File: src/rtl/lpm_pkg.sv
package lpm_pkg;

  typedef enum logic [1:0] {
    ST_ACTIVE   = 2'd0,
    ST_COUNTING = 2'd1,
    ST_LOWPOWER = 2'd2,
    ST_EXITING  = 2'd3
  } lpmState_t;

  localparam logic [2:0] MODE_CLKSTOP = 3'd1;
  localparam logic [2:0] MODE_SELFREF = 3'd2;
  localparam logic [2:0] MODE_PWRDOWN = 3'd4;
  localparam logic [1:0] MEM_LPDDR    = 2'd1;

  // strobes from control to the configuration datapath
  typedef struct packed {
    logic holdMode;      // mode updates must be parked
    logic applyPending;  // last exit cycle: release a parked mode
  } lpmCtl_t;

endpackage

File: src/rtl/lpm_cfg.sv
module lpm_cfg
  import lpm_pkg::*;
#(
  parameter int TIM_W = 8
) (
  input  logic             clk,
  input  logic             rstN,
  input  lpmCtl_t          ctl,
  input  logic             cfgWe,
  input  logic             shadowWe,
  input  logic             wakeReload,
  input  logic [2:0]       modeIn,
  input  logic [TIM_W-1:0] csTimIn,
  input  logic [TIM_W-1:0] srTimIn,
  input  logic [TIM_W-1:0] pdTimIn,
  input  logic             dpdEnIn,
  input  logic [1:0]       memType,
  output logic [2:0]       workMode,
  output logic [TIM_W-1:0] selTim,
  output logic             modeValid,
  output logic             deepOk
);

  logic [TIM_W-1:0] wCs, wSr, wPd, sCs, sSr, sPd;
  logic [2:0]       sMode, pendMode;
  logic             wDpd, sDpd, pendValid;

  // update source: reload beats a plain write
  logic             upd;
  logic [2:0]       srcMode;
  logic [TIM_W-1:0] srcCs, srcSr, srcPd;
  logic             srcDpd;

  always_comb begin
    upd     = wakeReload | cfgWe;
    srcMode = wakeReload ? sMode : modeIn;
    srcCs   = wakeReload ? sCs   : csTimIn;
    srcSr   = wakeReload ? sSr   : srTimIn;
    srcPd   = wakeReload ? sPd   : pdTimIn;
    srcDpd  = wakeReload ? sDpd  : dpdEnIn;
  end

  always_ff @(posedge clk) begin
    if (!rstN) begin
      sMode <= '0; sCs <= '0; sSr <= '0; sPd <= '0; sDpd <= 1'b0;
    end else if (shadowWe) begin
      sMode <= modeIn; sCs <= csTimIn; sSr <= srTimIn; sPd <= pdTimIn; sDpd <= dpdEnIn;
    end
  end

  always_ff @(posedge clk) begin
    if (!rstN) begin
      workMode <= '0; wCs <= '0; wSr <= '0; wPd <= '0; wDpd <= 1'b0;
      pendMode <= '0; pendValid <= 1'b0;
    end else begin
      if (upd) begin
        wCs <= srcCs; wSr <= srcSr; wPd <= srcPd; wDpd <= srcDpd;
        if (ctl.holdMode) begin
          pendMode  <= srcMode;
          pendValid <= 1'b1;
        end else begin
          workMode  <= srcMode;
          pendValid <= 1'b0;
        end
      end else if (ctl.applyPending && pendValid) begin
        workMode  <= pendMode;
        pendValid <= 1'b0;
      end
    end
  end

  always_comb begin
    modeValid = 1'b1;
    selTim    = '0;
    case (workMode)
      MODE_CLKSTOP: selTim = wCs;
      MODE_SELFREF: selTim = wSr;
      MODE_PWRDOWN: selTim = wPd;
      default:      modeValid = 1'b0;
    endcase
    deepOk = (workMode == MODE_PWRDOWN) && wDpd && (memType == MEM_LPDDR);
  end

  assert_mode_frozen_R8: assert property (@(posedge clk) disable iff (!rstN)
    ctl.holdMode |=> $stable(workMode));

  assert_reload_wins_R7: assert property (@(posedge clk) disable iff (!rstN)
    (wakeReload && !ctl.holdMode) |=> (workMode == $past(sMode)));

endmodule

File: src/rtl/lpm_ctrl.sv
module lpm_ctrl
  import lpm_pkg::*;
#(
  parameter int TIM_W    = 8,
  parameter int EXIT_CYC = 2
) (
  input  logic             clk,
  input  logic             rstN,
  input  logic             idleIn,
  input  logic             accessReq,
  input  logic [2:0]       workMode,
  input  logic [TIM_W-1:0] selTim,
  input  logic             modeValid,
  input  logic             deepOk,
  output lpmCtl_t          ctl,
  output lpmState_t        state,
  output logic             enterStb,
  output logic             exitStb,
  output logic [2:0]       lpKind,
  output logic             deepPd
);

  localparam int EX_W = (EXIT_CYC > 1) ? $clog2(EXIT_CYC) : 1;
  localparam logic [EX_W-1:0] EXIT_LAST = EX_W'(EXIT_CYC - 1);

  lpmState_t        stNext;
  logic [TIM_W-1:0] cnt, cntNext;
  logic [TIM_W:0]   cntInc;
  logic [EX_W-1:0]  exitCnt, exNext;
  logic             enterN, exitN, deepN;
  logic [2:0]       kindN;
  logic             reach;

  always_comb begin
    cntInc  = {1'b0, cnt} + 1'b1;
    reach   = cntInc >= {1'b0, selTim};
    stNext  = state;
    cntNext = cnt;
    exNext  = exitCnt;
    enterN  = 1'b0;
    exitN   = 1'b0;
    kindN   = lpKind;
    deepN   = deepPd;
    case (state)
      ST_ACTIVE, ST_COUNTING: begin
        if (idleIn && !accessReq && modeValid) begin
          if (reach) begin
            stNext  = ST_LOWPOWER;
            cntNext = '0;
            enterN  = 1'b1;
            kindN   = workMode;
            deepN   = deepOk;
          end else begin
            stNext  = ST_COUNTING;
            cntNext = cntInc[TIM_W-1:0];
          end
        end else begin
          stNext  = ST_ACTIVE;
          cntNext = '0;
        end
      end
      ST_LOWPOWER: begin
        if (accessReq) begin
          stNext = ST_EXITING;
          exNext = '0;
          exitN  = 1'b1;
          kindN  = '0;
          deepN  = 1'b0;
        end
      end
      default: begin
        if (exitCnt == EXIT_LAST) stNext = ST_ACTIVE;
        else                      exNext = exitCnt + 1'b1;
      end
    endcase
  end

  always_ff @(posedge clk) begin
    if (!rstN) begin
      state    <= ST_ACTIVE;
      cnt      <= '0;
      exitCnt  <= '0;
      enterStb <= 1'b0;
      exitStb  <= 1'b0;
      lpKind   <= '0;
      deepPd   <= 1'b0;
    end else begin
      state    <= stNext;
      cnt      <= cntNext;
      exitCnt  <= exNext;
      enterStb <= enterN;
      exitStb  <= exitN;
      lpKind   <= kindN;
      deepPd   <= deepN;
    end
  end

  always_comb begin
    ctl.applyPending = (state == ST_EXITING) && (exitCnt == EXIT_LAST);
    ctl.holdMode     = ((state == ST_LOWPOWER) || (state == ST_EXITING)) && !ctl.applyPending;
  end

  assert_req_clears_count_R4: assert property (@(posedge clk) disable iff (!rstN)
    (state == ST_COUNTING && accessReq) |=> (state == ST_ACTIVE && !enterStb));

  assert_enter_valid_mode_R1: assert property (@(posedge clk) disable iff (!rstN)
    enterStb |-> ($past(modeValid) && lpKind == $past(workMode) && state == ST_LOWPOWER));

  assert_exit_on_request_R5: assert property (@(posedge clk) disable iff (!rstN)
    exitStb |-> ($past(accessReq) && state == ST_EXITING));

  assert_deep_only_pd_R6: assert property (@(posedge clk) disable iff (!rstN)
    deepPd |-> (lpKind == MODE_PWRDOWN && state == ST_LOWPOWER));

  assert_single_strobe_R3: assert property (@(posedge clk) disable iff (!rstN)
    $onehot0({enterStb, exitStb}));

endmodule

File: src/rtl/idle_lp_ctrl.sv
module idle_lp_ctrl
  import lpm_pkg::*;
#(
  parameter int TIM_W    = 8,
  parameter int EXIT_CYC = 2
) (
  input  logic             clk,
  input  logic             rstN,
  input  logic             idleIn,
  input  logic             accessReq,
  input  logic [1:0]       memType,
  input  logic             cfgWe,
  input  logic             shadowWe,
  input  logic             wakeReload,
  input  logic [2:0]       modeIn,
  input  logic [TIM_W-1:0] clkStopTimIn,
  input  logic [TIM_W-1:0] selfRefTimIn,
  input  logic [TIM_W-1:0] pwrDownTimIn,
  input  logic             deepPdEnIn,
  output logic             enterStb,
  output logic             exitStb,
  output logic [1:0]       lpState,
  output logic [2:0]       lpKind,
  output logic             deepPd,
  output logic             accessReady,
  output logic [2:0]       activeMode
);

  lpmCtl_t          ctl;
  lpmState_t        state;
  logic [2:0]       workMode;
  logic [TIM_W-1:0] selTim;
  logic             modeValid, deepOk;

  lpm_cfg #(.TIM_W(TIM_W)) u_cfg (
    .clk(clk), .rstN(rstN), .ctl(ctl),
    .cfgWe(cfgWe), .shadowWe(shadowWe), .wakeReload(wakeReload),
    .modeIn(modeIn), .csTimIn(clkStopTimIn), .srTimIn(selfRefTimIn),
    .pdTimIn(pwrDownTimIn), .dpdEnIn(deepPdEnIn), .memType(memType),
    .workMode(workMode), .selTim(selTim), .modeValid(modeValid), .deepOk(deepOk)
  );

  lpm_ctrl #(.TIM_W(TIM_W), .EXIT_CYC(EXIT_CYC)) u_ctrl (
    .clk(clk), .rstN(rstN), .idleIn(idleIn), .accessReq(accessReq),
    .workMode(workMode), .selTim(selTim), .modeValid(modeValid), .deepOk(deepOk),
    .ctl(ctl), .state(state), .enterStb(enterStb), .exitStb(exitStb),
    .lpKind(lpKind), .deepPd(deepPd)
  );

  assign lpState     = state;
  assign accessReady = (state == ST_ACTIVE) || (state == ST_COUNTING);
  assign activeMode  = workMode;

  assert_ready_tracks_state_R5: assert property (@(posedge clk) disable iff (!rstN)
    (exitStb || enterStb) |-> !accessReady);

endmodule

File: config.mk
export PLATFORM = sky130hd
export DESIGN_NAME = idle_lp_ctrl
export DESIGN_NICKNAME = d
export VERILOG_FILES = /design/src/rtl/lpm_pkg.sv /design/src/rtl/lpm_cfg.sv /design/src/rtl/lpm_ctrl.sv /design/src/rtl/idle_lp_ctrl.sv
export SDC_FILE = /design/constraint.sdc
export NUM_CORES = 1
export LEC_CHECK = 0
export BUFFER_PORTS_ARGS = -buffer_cell sky130_fd_sc_hd__buf_4
export CAP_MARGIN = 15
export CORE_MARGIN = 3
export CORE_UTILIZATION = 30
export CTS_CLUSTER_DIAMETER = 30
export DETAILED_ROUTE_END_ITERATION = 16
export MAX_ROUTING_LAYER = met4
export PLACE_DENSITY_LB_ADDON = 0.08
export SLEW_MARGIN = 20
export SYNTH_ARGS = -nofsm -noshare
export SYNTH_HDL_FRONTEND = slang
export SYNTH_SLANG_ARGS = --single-unit
File: constraint.sdc
create_clock -name clk -period 3.4 [get_ports clk]
set_clock_uncertainty 0.2 [all_clocks]
set_input_delay 0.17 -clock clk [delete_from_list [all_inputs] [get_ports clk]]
set_output_delay 0.17 -clock clk [all_outputs]
set_load 0.02 [all_outputs]
==> qor_table.md, run 1 <==
| Item | Reported | Unit |
| --- | --- | --- |
| Type of the setup path with the least slack | reg -> reg | - |
| Seq cells post-synth | 77 | - |
| Die Footprint | 13560 | sq um |
| Top FF cell, synth | sky130_fd_sc_hd__dfxtp_1 | - |
| Cell area power density | 461.2 | nW/um^2 |
| Clk root buf | sky130_fd_sc_hd__clkbuf_16 | - |
| I/O pin count | 49 | - |
| Standard cell with the maximum stage delay on the critical path | sky130_fd_sc_hd__or3_1 | - |
| Average detailed-routed wire length per instance | 14.64 | um |
| Unrepaired setup endpoints after global routing | false | - |
| Endpoint arrival time on the critical path | 3.18 | ns |
| Dpl cell area | 4079 | sq um |
| Initial DRC Count | 121 | - |
| Portion of the post-synthesis area used by sequential elements | 42.12 | % |
| Setup tns final | 0 | ns |
| Dpl hpwl | 6.192 | mm |
| Async S/R FF share, synth | 0 | % |
| Worst reg2reg path startpoint | u_cfg.workMode[2] | - |
| Total count of hold-check failures in the final report | 0 | - |
| Yosys warnings | 0 | - |
| Leak | 2.046 | nW |
| Max_cap viols | 0 | - |
| Most frequent cell on the critical path | sky130_fd_sc_hd__a21oi_1 | - |
| Worst setup path startpoint | u_cfg.workMode[2] | - |
| Resized cells post-CTS | 0 | - |
| Initial core utilization | 31.38 | % |
| Ordered list of cells on the worst path | and2b_1, a22oi_1, nor2_1, a21oi_1, ha_1, a21o_1, a21oi_1, nand2_1, or3_1, o31ai_4 | - |
| Total number of H-tree levels | 3 | - |
| Area delta synth->final | 27.28 | % |
| Result of the run | finished, final reports clean | - |
| Sink Count | 77 | - |
| Global-route wire length before repair | 15.08 | mm |
| Setup slack on the worst flop-to-flop path | 0.28 | ns |
| Final clock period utilization by the worst path | 91.89 | % |
| Later-pin clock latency in the skew report | 0.34 | ns |
| Fraction of layout instances using a drive strength above 1 | 16.56 | % |
| Number of global-route vias before repair | 2909 | - |
| Pins over their slew limit | 0 | - |
| Leftover overflow at the end of global routing | 0 | - |
| Critical path peak fanout | 9 | - |
| Number of unique standard cell types used by synthesis | 44 | - |
| Path type of the worst min-delay path | in -> reg | - |
| Max-Slew Margin vs Limit | 59.18 | % |
| Height of the chip | 116.5 | um |
| CTS tree | yes | - |
| Worst hold slack across all endpoints | 0.01741 | ns |
| Utilization after layout | 39.94 | % |
| Die Span X | 116.5 | um |
| Number of vias in the routed layout | 3035 | - |
| Net count of the finished layout | 525 | - |
| Minimum period implied by the final worst setup slack | 3.124 | ns |
| Max Buffers Root-to-Sink | 2 | - |
| Residual antenna-violating net count after detailed routing | 0 | - |
| Number of placement rows | 39 | - |
| Overall global routing resource usage | 14.88 | % |
| Setup-failing EPs final | 0 | - |
| Post-Synthesis Cells | 414 | - |
| Via density | 4.848 | - |
| Placeable core region | 11660 | sq um |
| Final design instance area without fill | 4658 | sq um |
| Synthesized area per cell | 8.840 | sq um |
| Kind of start point of the critical path | register | - |
| Clock-pin transition on the worst setup and hold timing paths | 0.06 | ns |
| Clock buffers created by TritonCTS | 9 | - |
| Endpoint type of the worst setup path | register | - |
| Largest voltage drop on the vdd net | 227.9 | uV |
| Largest net degree at the start of global routing | 62 | - |
| Antenna violations before repair | 0 | - |
| Transition time of the tightest slew-check pin | 0.6123 | ns |
| Largest stage delay on the critical path | 0.62 | ns |
| Critical path data required time | 3.46 | ns |
| Drc violations | 0 | - |
| Detailed-route wire length | 9.165 | mm |
| Detailed-routing iteration count for the pre-antenna-repair pass | 4 | - |
| Diodes inserted | 0 | - |
| Startpoint of the lowest-slack hold path | memType[0] | - |
| Gpl congestion | 0.7640 | - |
| Number of port buffers | 48 | - |
| Number of synthesized flops with an enable pin | 0 | - |
| Cell area after technology mapping | 3660 | sq um |
| Maximum clock frequency | 320.1 | MHz |
| Syn_nets | 460 | - |
sequential cells by signal, summed over array words and instances, names as in the netlist, 2 cells and up:
signal and count:
u_cfg.workMode 3, u_ctrl.cnt 8, u_cfg.wSr 8, u_ctrl.state 2, u_cfg.pendMode 3, u_ctrl.lpKind 3
u_cfg.wPd 8, u_cfg.sCs 8, u_cfg.sMode 3, u_cfg.sSr 8, u_cfg.sPd 8, u_cfg.wCs 8
worst max-delay path, delay by kind of cell (launching register included):
kind            cells  cell delay [ns]
compound gates      5             0.99
fa+ha+maj           1             0.28
flops               1             0.47
simple gates        4             1.12
metal layers:
layer,global-route usage (%),part of all wire [%],vias up
met5,-,0,-
met4,6.265,1.8,0
met3,2.798,3.6,12
met2,21.32,43,54
met1,20.45,52,1406
li1,-,-,1563
timing repair:
item                      in CTS  in global routing
hold endpoints to repair      47                  0
buffers inserted               0                  0
hold buffers                  30                  0
kinds of logic after synthesis:
family	Yosys count	share of synthesized area, %
adders and majority gates	9	3.077
xor gates and xnor gates	6	1.436
and+or+nand+nor	157	18.84
buffers and inverters	30	4.205
muxes	61	16.68
DFF	77	42.12
AOI/OAI and AO/OA	74	13.64
layout by cell type, fill, tap and decap left out, types with 15 or more instances in the layout:
master / count
sky130_fd_sc_hd__mux2i_1: 61
sky130_fd_sc_hd__nor2_1: 97
sky130_fd_sc_hd__a21oi_1: 36
sky130_fd_sc_hd__nand2_1: 21
sky130_fd_sc_hd__dfxtp_1: 77
sky130_fd_sc_hd__buf_4: 51
sky130_fd_sc_hd__dlygate4sd3_1: 30
sky130_fd_sc_hd__nand3_1: 15
report_power, final:
group	internal, mW	total (mW)	switching (mW)
logic	0.130	0.265	0.135
registers	0.945	0.975	0.0302
clock network	0.549	0.908	0.359
total	1.62	2.15	0.524
metrics by stage:
step / total power, mW / instances / worst slack, ns
2_1_floorplan: 1.152 / 414 / 0.6022
3_3_place_gp: 1.233 / 581 / 0.4159
3_5_place_dp: 1.236 / 581 / 0.3278
4_1_cts: 2.185 / 626 / 0.3066
5_1_grt: 2.255 / 626 / 0.1203
6_report: 2.149 / 626 / 0.2757
cell type report:
class / count / area (sq um)
tap: 143 / 178.9
inverter: 3 / 11.26
timing repair buffer: 81 / 683.2
clock inverter: 1 / 5.005
fill: 1177 / 7004
multi-input combinational: 307 / 1964
sequential: 77 / 1541
clock buffer: 14 / 274.0
Yosys cell counts, drive strengths merged (4+ instances only):
| cell | instances | area (sq um) |
|---|---|---|
| and3 | 4 | 26.28 |
| ha | 9 | 112.6 |
| nand2b | 4 | 25.02 |
| nor2 | 97 | 364.1 |
| o21ai | 15 | 101.3 |
| a21oi | 37 | 188.9 |
| a22oi | 9 | 67.56 |
| mux2i | 61 | 610.6 |
| clkbuf | 13 | 48.80 |
| nand3 | 15 | 75.07 |
| buf | 13 | 85.07 |
| nand2 | 21 | 78.83 |
| dfxtp | 77 | 1541 |
final timing paths:
| path | cells past startpoint | end |
|---|---|---|
| worst max-delay path | 10 | u_ctrl.cnt[0] |
| worst min-delay path | 4 | u_ctrl.deepPd |
| worst max register to register | 10 | u_ctrl.cnt[0] |
| worst min register to register | 2 | u_ctrl.lpKind[0] |
Note: power is estimated with default switching activity, not from simulation.
==> inputs of run 2 (changes only) <==
--- a/config.mk
+++ b/config.mk
@@ -9,6 +9,7 @@
 export CAP_MARGIN = 15
 export CORE_MARGIN = 3
 export CORE_UTILIZATION = 30
+export CTS_BUF_LIST = sky130_fd_sc_hd__clkbuf_8
 export CTS_CLUSTER_DIAMETER = 30
 export DETAILED_ROUTE_END_ITERATION = 16
 export MAX_ROUTING_LAYER = met4
==> run 2 against run 1 <==
  * Final area is 1.7% lower
  * Wire length is 0.35% lower
  * Sequential power hardly changed
  * Sequential share of layout area is 0.59 points higher
  * Power is 12% lower
  * Flip-flop and latch count stayed put
  * Count of clock-buffer cells in the layout is 2 lower
  * Register-to-register slack hardly changed
  * Clock power is 29% lower
  * First-iteration DRC count is 4.1% higher
  * Critical path type unchanged
  * Critical endpoint unchanged
  * Highest routed layer unchanged
==> qor_table.md, run 2 (synthesis gave the netlist of run 1 again) <==
| Item | Reported | Unit | vs previous |
| --- | --- | --- | --- |
| Leading cell types in the layout, fill and taps excluded | 97 x sky130_fd_sc_hd__nor2_1, 77 x sky130_fd_sc_hd__dfxtp_1, 61 x sky130_fd_sc_hd__mux2i_1, 51 x sky130_fd_sc_hd__buf_4, 36 x sky130_fd_sc_hd__a21oi_1 | - |  |
| Result of the run | finished, final reports clean | - |  |
| Switching part of the total power | 26.16 | % | +1.8 points |
| Number of vias in the routed layout | 3041 | - | +0.20% |
| Endpoint arrival time on the critical path | 3.20 | ns | +0.02 ns |
| Max Buffers Root-to-Sink | 2 | - | unchanged |
| Worst setup path startpoint | u_cfg.workMode[2] | - |  |
| Portion of total power attributed to combinational logic | 14.1 | % | +1.8 points |
| Number of global-route vias before repair | 2910 | - | +0.034% |
| Unrepaired setup endpoints after global routing | false | - |  |
| Final clock period utilization by the worst path | 91.74 | % | -0.15 points |
| Worst r2r dst | u_ctrl.cnt[0] | - |  |
| Final design instance area without fill | 4577 | sq um | -1.7% |
| Sink Count | 77 | - | unchanged |
| Net count of the finished layout | 527 | - | +0.38% |
| Min-Delay Path Depth | 4 | - | unchanged |
| Sw Pwr | 492.3 | uW | -6.1% |
| Leak | 2.014 | nW | -1.6% |
| Later-pin clock latency in the skew report | 0.35 | ns | about the same |
| Startpoint of the lowest-slack hold path | idleIn | - |  |
| Clock buffers created by TritonCTS | 9 | - | unchanged |
| Critical path data required time | 3.48 | ns | +0.02 ns |
| Residual antenna-violating net count after detailed routing | 0 | - | unchanged |
| Detailed-route wire length | 9.133 | mm | -0.35% |
| Overall global routing resource usage | 14.94 | % | +0.065 points |
| Setup-failing EPs final | 0 | - | unchanged |
| Path type of the worst min-delay path | in -> reg | - |  |
| Max_cap viols | 0 | - | unchanged |
| Power share of the sequential group | 51.7 | % | +6.3 points |
| Cell area power density | 411.2 | nW/um^2 | -11% |
| Max-Slew Margin vs Limit | 59.51 | % | +0.34 points |
| Fillers | 1189 | - | +1.0% |
| Minimum period implied by the final worst setup slack | 3.119 | ns | -0.005244 ns |
| Type of the setup path with the least slack | reg -> reg | - |  |
| Diodes inserted | 0 | - | unchanged |
| Internal portion of total power | 1.390 | mW | -14% |
| I/O pin count | 49 | - | unchanged |
| Detailed-routing iteration count for the pre-antenna-repair pass | 4 | - | unchanged |
| Initial core utilization | 31.38 | % | unchanged |
| Die Span X | 116.5 | um | unchanged |
| CTS tree | yes | - |  |
| Global-route wire length before repair | 15.15 | mm | +0.41% |
| Dpl hpwl | 6.192 | mm | unchanged |
| Die Footprint | 13560 | sq um | unchanged |
| Drc violations | 0 | - | unchanged |
| Count of placed standard cells including taps | 581 | - | unchanged |
| Total count of hold-check failures in the final report | 0 | - | unchanged |
| Number of placement rows | 39 | - | unchanged |
| Pins over their slew limit | 0 | - | unchanged |
| Number of port buffers | 48 | - | unchanged |
| Maximum clock frequency | 320.6 | MHz | +0.17% |
| Transition time of the tightest slew-check pin | 0.6073 | ns | -0.005039 ns |
| Gpl congestion | 0.7640 | - | unchanged |
| Antenna violations before repair | 0 | - | unchanged |
| Largest voltage drop on the vdd net | 209.8 | uV | -7.9% |
| Height of the chip | 116.5 | um | unchanged |
| Setup slack on the worst flop-to-flop path | 0.28 | ns | about the same |
| Leftover overflow at the end of global routing | 0 | - | unchanged |
| Area delta synth->final | 25.06 | % |  |
| Dpl cell area | 4079 | sq um | unchanged |
| Setup tns final | 0 | ns | unchanged |
| Utilization after layout | 39.24 | % | -0.70 points |
| Total number of H-tree levels | 3 | - | unchanged |
| Clk root buf | sky130_fd_sc_hd__clkbuf_8 | - |  |
| Kind of start point of the critical path | register | - |  |
| Clock-pin transition on the worst setup and hold timing paths | 0.08 | ns | +0.02 ns |
| Endpoint type of the worst setup path | register | - |  |
| Largest net degree at the start of global routing | 62 | - | unchanged |
| Hold endpoint | u_ctrl.enterStb | - |  |
| Proportion of power drawn by the clock network | 34.1 | % | -8.2 points |
| Average detailed-routed wire length per instance | 14.54 | um | -0.67% |
| Initial DRC Count | 126 | - | +4.1% |
| Worst reg2reg path startpoint | u_cfg.workMode[2] | - |  |
| Placeable core region | 11660 | sq um | unchanged |
| Number of buffers inserted by post-CTS setup repair | 0 | - | unchanged |
| Final instance count without filler cells | 628 | - | +0.32% |
| Reg2Reg Depth | 10 | - | unchanged |
| Fraction of layout instances using a drive strength above 1 | 16.49 | % | -0.068 points |
| Via density | 4.842 | - | -0.12% |
| Most common cell after layout, fill and taps aside | sky130_fd_sc_hd__nor2_1 | - |  |
| Critical path peak fanout | 9 | - | unchanged |
[run 2: how the worst max path moves through the flow]
stage	end	slack (ns)	cells after the start
floorplan	u_ctrl.cnt[0]	0.60	9
global placement	u_ctrl.cnt[0]	0.42	10
detailed placement	u_ctrl.cnt[0]	0.33	10
CTS	u_ctrl.cnt[0]	0.30	10
global route	u_ctrl.cnt[0]	0.12	10
finish	u_ctrl.cnt[0]	0.28	10
[run 2: critical path: stages (launching register included)]
cell and delay, ns:
sky130_fd_sc_hd__dfxtp_1 0.47, sky130_fd_sc_hd__and2b_1 0.32, sky130_fd_sc_hd__a22oi_1 0.23, sky130_fd_sc_hd__nor2_1 0.06
sky130_fd_sc_hd__a21oi_1 0.18, sky130_fd_sc_hd__ha_1 0.28, sky130_fd_sc_hd__a21o_1 0.16, sky130_fd_sc_hd__a21oi_1 0.15
sky130_fd_sc_hd__nand2_1 0.11, sky130_fd_sc_hd__or3_1 0.62, sky130_fd_sc_hd__o31ai_4 0.26
[run 2: repair_timing]
| item | CTS | global route |
|---|---|---|
| resized for setup | 0 | 0 |
| endpoints found under the setup margin | 0 | 0 |
| hold buffers | 32 | 0 |
| hold endpoints to repair | 66 | 0 |
[run 2: final cells by class]
cell class	instances	area, sq um	share of cell area (%)
clock buffers	12	165.2	3.609
clock inverters	3	12.51	0.2734
inverters	3	11.26	0.2460
multi-input cells	307	1964	42.92
flip-flops and latches	77	1541	33.68
well taps	143	178.9	3.909
repair buffers	83	703.2	15.36
[run 2: stage by stage]
stage / hold WS (ns) / total power, mW / worst slack, ns
6_report: 0.1581 / 1.882 / 0.2809
5_1_grt: 0.1569 / 1.996 / 0.1167
4_1_cts: 0.1250 / 1.920 / 0.3035
3_5_place_dp: 0.2241 / 1.236 / 0.3278
3_3_place_gp: 0.2179 / 1.233 / 0.4159
2_1_floorplan: 0.1172 / 1.152 / 0.6022
[run 2: power by group through the flow]
stage	Sequential [mW]	Clock [mW]	Combinational [mW]
2_1_floorplan	0.987	0	0.165
5_1_grt	0.979	0.718	0.298
6_report	0.974	0.642	0.266
3_5_place_dp	0.995	0	0.241
4_1_cts	0.974	0.676	0.270
3_3_place_gp	0.995	0	0.238
[run 2: metal layers]
metal	routed length, um	global-route usage [%]
met5	0	-
met4	163	5.800
met3	332	3.109
met2	3880	21.36
met1	4757	20.60
==> inputs of run 3 (changes only) <==
==> constraint.sdc (replaced) <==
create_clock -name clk -period 3.08 [get_ports clk]
set_clock_uncertainty 0.2 [all_clocks]
set_input_delay 0.154 -clock clk [delete_from_list [all_inputs] [get_ports clk]]
set_output_delay 0.154 -clock clk [all_outputs]
set_load 0.02 [all_outputs]
==> run 3 against run 2 <==
  * Die area did not move
  * Setup slack worse by 0.050 ns
  * Worst hold slack worse by 0.024 ns
  * Largest power group unchanged
  * Register-to-register slack got worse by 0.05 ns
  * Cell count up 0.96%
  * Sequential power up 9.9%
  * Via count grew 0.89%
  * Critical path type unchanged
==> qor_table.md, run 3 (synthesis gave the netlist of run 1 again) <==
| Item | Reported | Unit | vs previous |
| --- | --- | --- | --- |
| Total count of hold-check failures in the final report | 0 | - | unchanged |
| Unrepaired setup endpoints after global routing | false | - |  |
| Leak | 2.049 | nW | +1.8% |
| Largest voltage drop on the vdd net | 248.9 | uV | +19% |
| Global-route wire length before repair | 15.17 | mm | +0.18% |
| Power share of the sequential group | 48.2 | % | -3.5 points |
| Net count of the finished layout | 532 | - | +0.95% |
| Fraction of layout instances using a drive strength above 1 | 17.92 | % | +1.4 points |
| Average detailed-routed wire length per instance | 14.48 | um | -0.46% |
| Placeable core region | 11660 | sq um | unchanged |
| Minimum period implied by the final worst setup slack | 2.849 | ns | -0.2699 ns |
| Endpoint type of the worst setup path | register | - |  |
| Portion of total power attributed to combinational logic | 13.9 | % | -0.2 points |
| GRT met3 Usage | 4.974 | % | +1.9 points |
| Clock buffers created by TritonCTS | 9 | - | unchanged |
| Max-Slew Margin vs Limit | 60.19 | % | +0.68 points |
| Later-pin clock latency in the skew report | 0.37 | ns | +0.02 ns |
| Met2 routing resource usage after global routing | 21.85 | % | +0.50 points |
| Kind of start point of the critical path | register | - |  |
| Overall global routing resource usage | 15.01 | % | +0.072 points |
| Max Buffers Root-to-Sink | 2 | - | unchanged |
| Number of placement rows | 39 | - | unchanged |
| Top cell family by delay on the critical path | simple AND/OR/NAND/NOR gates | - |  |
| Worst path buffer plus inverter count | 0 | - | unchanged |
| Diodes inserted | 0 | - | unchanged |
| Cell area power density | 474.2 | nW/um^2 | +15% |
| Most congested layer reported by global routing | met2 | - |  |
| Leading cell types in the layout, fill and taps excluded | 97 x sky130_fd_sc_hd__nor2_1, 77 x sky130_fd_sc_hd__dfxtp_1, 61 x sky130_fd_sc_hd__mux2i_1, 54 x sky130_fd_sc_hd__buf_4, 36 x sky130_fd_sc_hd__a21oi_1 | - |  |
| Ordered list of cells on the worst path | ha_1, and3_1, nand3_1, xnor2_1, ha_1, a21o_1, a21oi_1, nand2_1, or3_4, o31ai_4 | - |  |
| Drc violations | 0 | - | unchanged |
| I/O pin count | 49 | - | unchanged |
| Clock-pin transition on the worst setup and hold timing paths | 0.08 | ns | about the same |
| Height of the chip | 116.5 | um | unchanged |
| Largest net degree at the start of global routing | 61 | - | -1.6% |
| Sink Count | 77 | - | unchanged |
| Initial core utilization | 31.38 | % | unchanged |
| Final instance count without filler cells | 634 | - | +0.96% |
| Total number of H-tree levels | 3 | - | unchanged |
| Internal portion of total power | 1.644 | mW | +18% |
| Sw Pwr | 571.3 | uW | +16% |
| Critical path data required time | 3.16 | ns | -0.32 ns |
| Maximum clock frequency | 351.0 | MHz | +9.5% |
| Worst Setup Slack post-DPL | 0.05668 | ns | -0.2711 ns |
| Initial DRC Count | 109 | - | -13% |
| Number of port buffers | 48 | - | unchanged |
| Result of the run | finished, final reports clean | - |  |
| Number of global-route vias before repair | 2856 | - | -1.9% |
| Area delta synth->final | 27.62 | % |  |
| Count of placed standard cells including taps | 585 | - | +0.69% |
| Antenna violations before repair | 0 | - | unchanged |
| Path type of the worst min-delay path | in -> reg | - |  |
| Standard cell with the maximum stage delay on the critical path | sky130_fd_sc_hd__or3_4 | - |  |
| Utilization after layout | 40.05 | % | +0.80 points |
| Number of buffers inserted by post-CTS setup repair | 0 | - | unchanged |
| Type of the setup path with the least slack | reg -> reg | - |  |
| Die Span X | 116.5 | um | unchanged |
| CTS tree | yes | - |  |
| Die Footprint | 13560 | sq um | unchanged |
| Number of vias in the routed layout | 3068 | - | +0.89% |
| Setup slack of the critical path after layout | 0.2308 | ns | -0.05011 ns |
| Largest stage delay on the critical path | 0.48 | ns | -0.14 ns |
| Leftover overflow at the end of global routing | 0 | - | unchanged |
| Residual antenna-violating net count after detailed routing | 0 | - | unchanged |
| Pins over their slew limit | 0 | - | unchanged |
| Most frequent cell on the critical path | sky130_fd_sc_hd__ha_1 | - |  |
| Detailed-route wire length | 9.178 | mm | +0.49% |
| Dpl hpwl | 6.146 | mm | -0.73% |
| Transition time of the tightest slew-check pin | 0.5971 | ns | -0.01016 ns |
| Final clock period utilization by the worst path | 92.51 | % | +0.77 points |
| Detailed-routing iteration count for the pre-antenna-repair pass | 4 | - | unchanged |
| Critical path peak fanout | 9 | - | unchanged |
| Via density | 4.839 | - | about the same |
| Setup tns final | 0 | ns | unchanged |
| Clk root buf | sky130_fd_sc_hd__clkbuf_8 | - |  |
| Gpl congestion | 0.7311 | - | -4.3% |
| Max_cap viols | 0 | - | unchanged |
| Most common cell after layout, fill and taps aside | sky130_fd_sc_hd__nor2_1 | - |  |
| Proportion of power drawn by the clock network | 37.8 | % | +3.7 points |
| Setup-failing EPs final | 0 | - | unchanged |
| Global-route track usage on met1 | 19.83 | % | -0.77 points |
| Endpoint arrival time on the critical path | 2.93 | ns | -0.27 ns |
| Switching part of the total power | 25.79 | % | -0.37 points |
-- run 3: cell type report --
type                    count  area (sq um)
fillers                  1194          6992
multi-input cells         307          1969
clock buffers               9         123.9
well taps                 143         178.9
repair buffers             88         755.7
clock inverters             7         90.09
flip-flops and latches     77          1541
inverters                   3         11.26
-- run 3: metrics by stage --
stage	hold WS, ns	cell area, sq um	total power [mW]
3_5_place_dp	0.2117	4121	1.371
6_report	0.1341	4671	2.215
5_1_grt	0.1333	4671	2.338
3_3_place_gp	0.2022	4121	1.368
2_1_floorplan	0.1012	3660	1.272
4_1_cts	0.09306	4666	2.255
-- run 3: timing repair --
action                     4_1_cts  5_1_grt
hold endpoints to repair        70        0
setup endpoints to repair        0        9
resized for setup                0        1
hold buffers                    33        0
-- run 3: worst paths after layout --
path,start,to,slack (ns),cells past startpoint
worst max register to register,u_ctrl.cnt[0],u_ctrl.cnt[0],0.23,10
worst min-delay path,idleIn,u_ctrl.enterStb,0.13,4
worst min register to register,u_ctrl.lpKind[0],u_ctrl.lpKind[0],0.25,2
worst max-delay path,u_ctrl.cnt[0],u_ctrl.cnt[0],0.23,10
-- run 3: worst reg2reg max path, cell delays in order (launching register included) --
cell                      delay (ns)
sky130_fd_sc_hd__dfxtp_1        0.44
sky130_fd_sc_hd__ha_1           0.21
sky130_fd_sc_hd__and3_1         0.23
sky130_fd_sc_hd__nand3_1        0.11
sky130_fd_sc_hd__xnor2_1        0.21
sky130_fd_sc_hd__ha_1           0.28
sky130_fd_sc_hd__a21o_1         0.16
sky130_fd_sc_hd__a21oi_1        0.13
sky130_fd_sc_hd__nand2_1        0.11
sky130_fd_sc_hd__or3_4          0.48
sky130_fd_sc_hd__o31ai_4        0.19
-- run 3: layer usage --
layer / share of wire (%) / vias to the layer above / wire (um)
li1: - / 1576 / -
met1: 50 / 1422 / 4562
met2: 44 / 57 / 4062
met3: 4.8 / 13 / 437
met4: 1.3 / 0 / 116
met5: 0 / - / 0
-- run 3: power by group through the flow --
stage / Clock (mW) / Sequential (mW) / Combinational (mW)
after floorplan: 0 / 1.09 / 0.182
after global placement: 0 / 1.09 / 0.275
after detailed placement: 0 / 1.09 / 0.279
after CTS: 0.873 / 1.07 / 0.312
after global routing: 0.920 / 1.07 / 0.344
final: 0.838 / 1.07 / 0.309
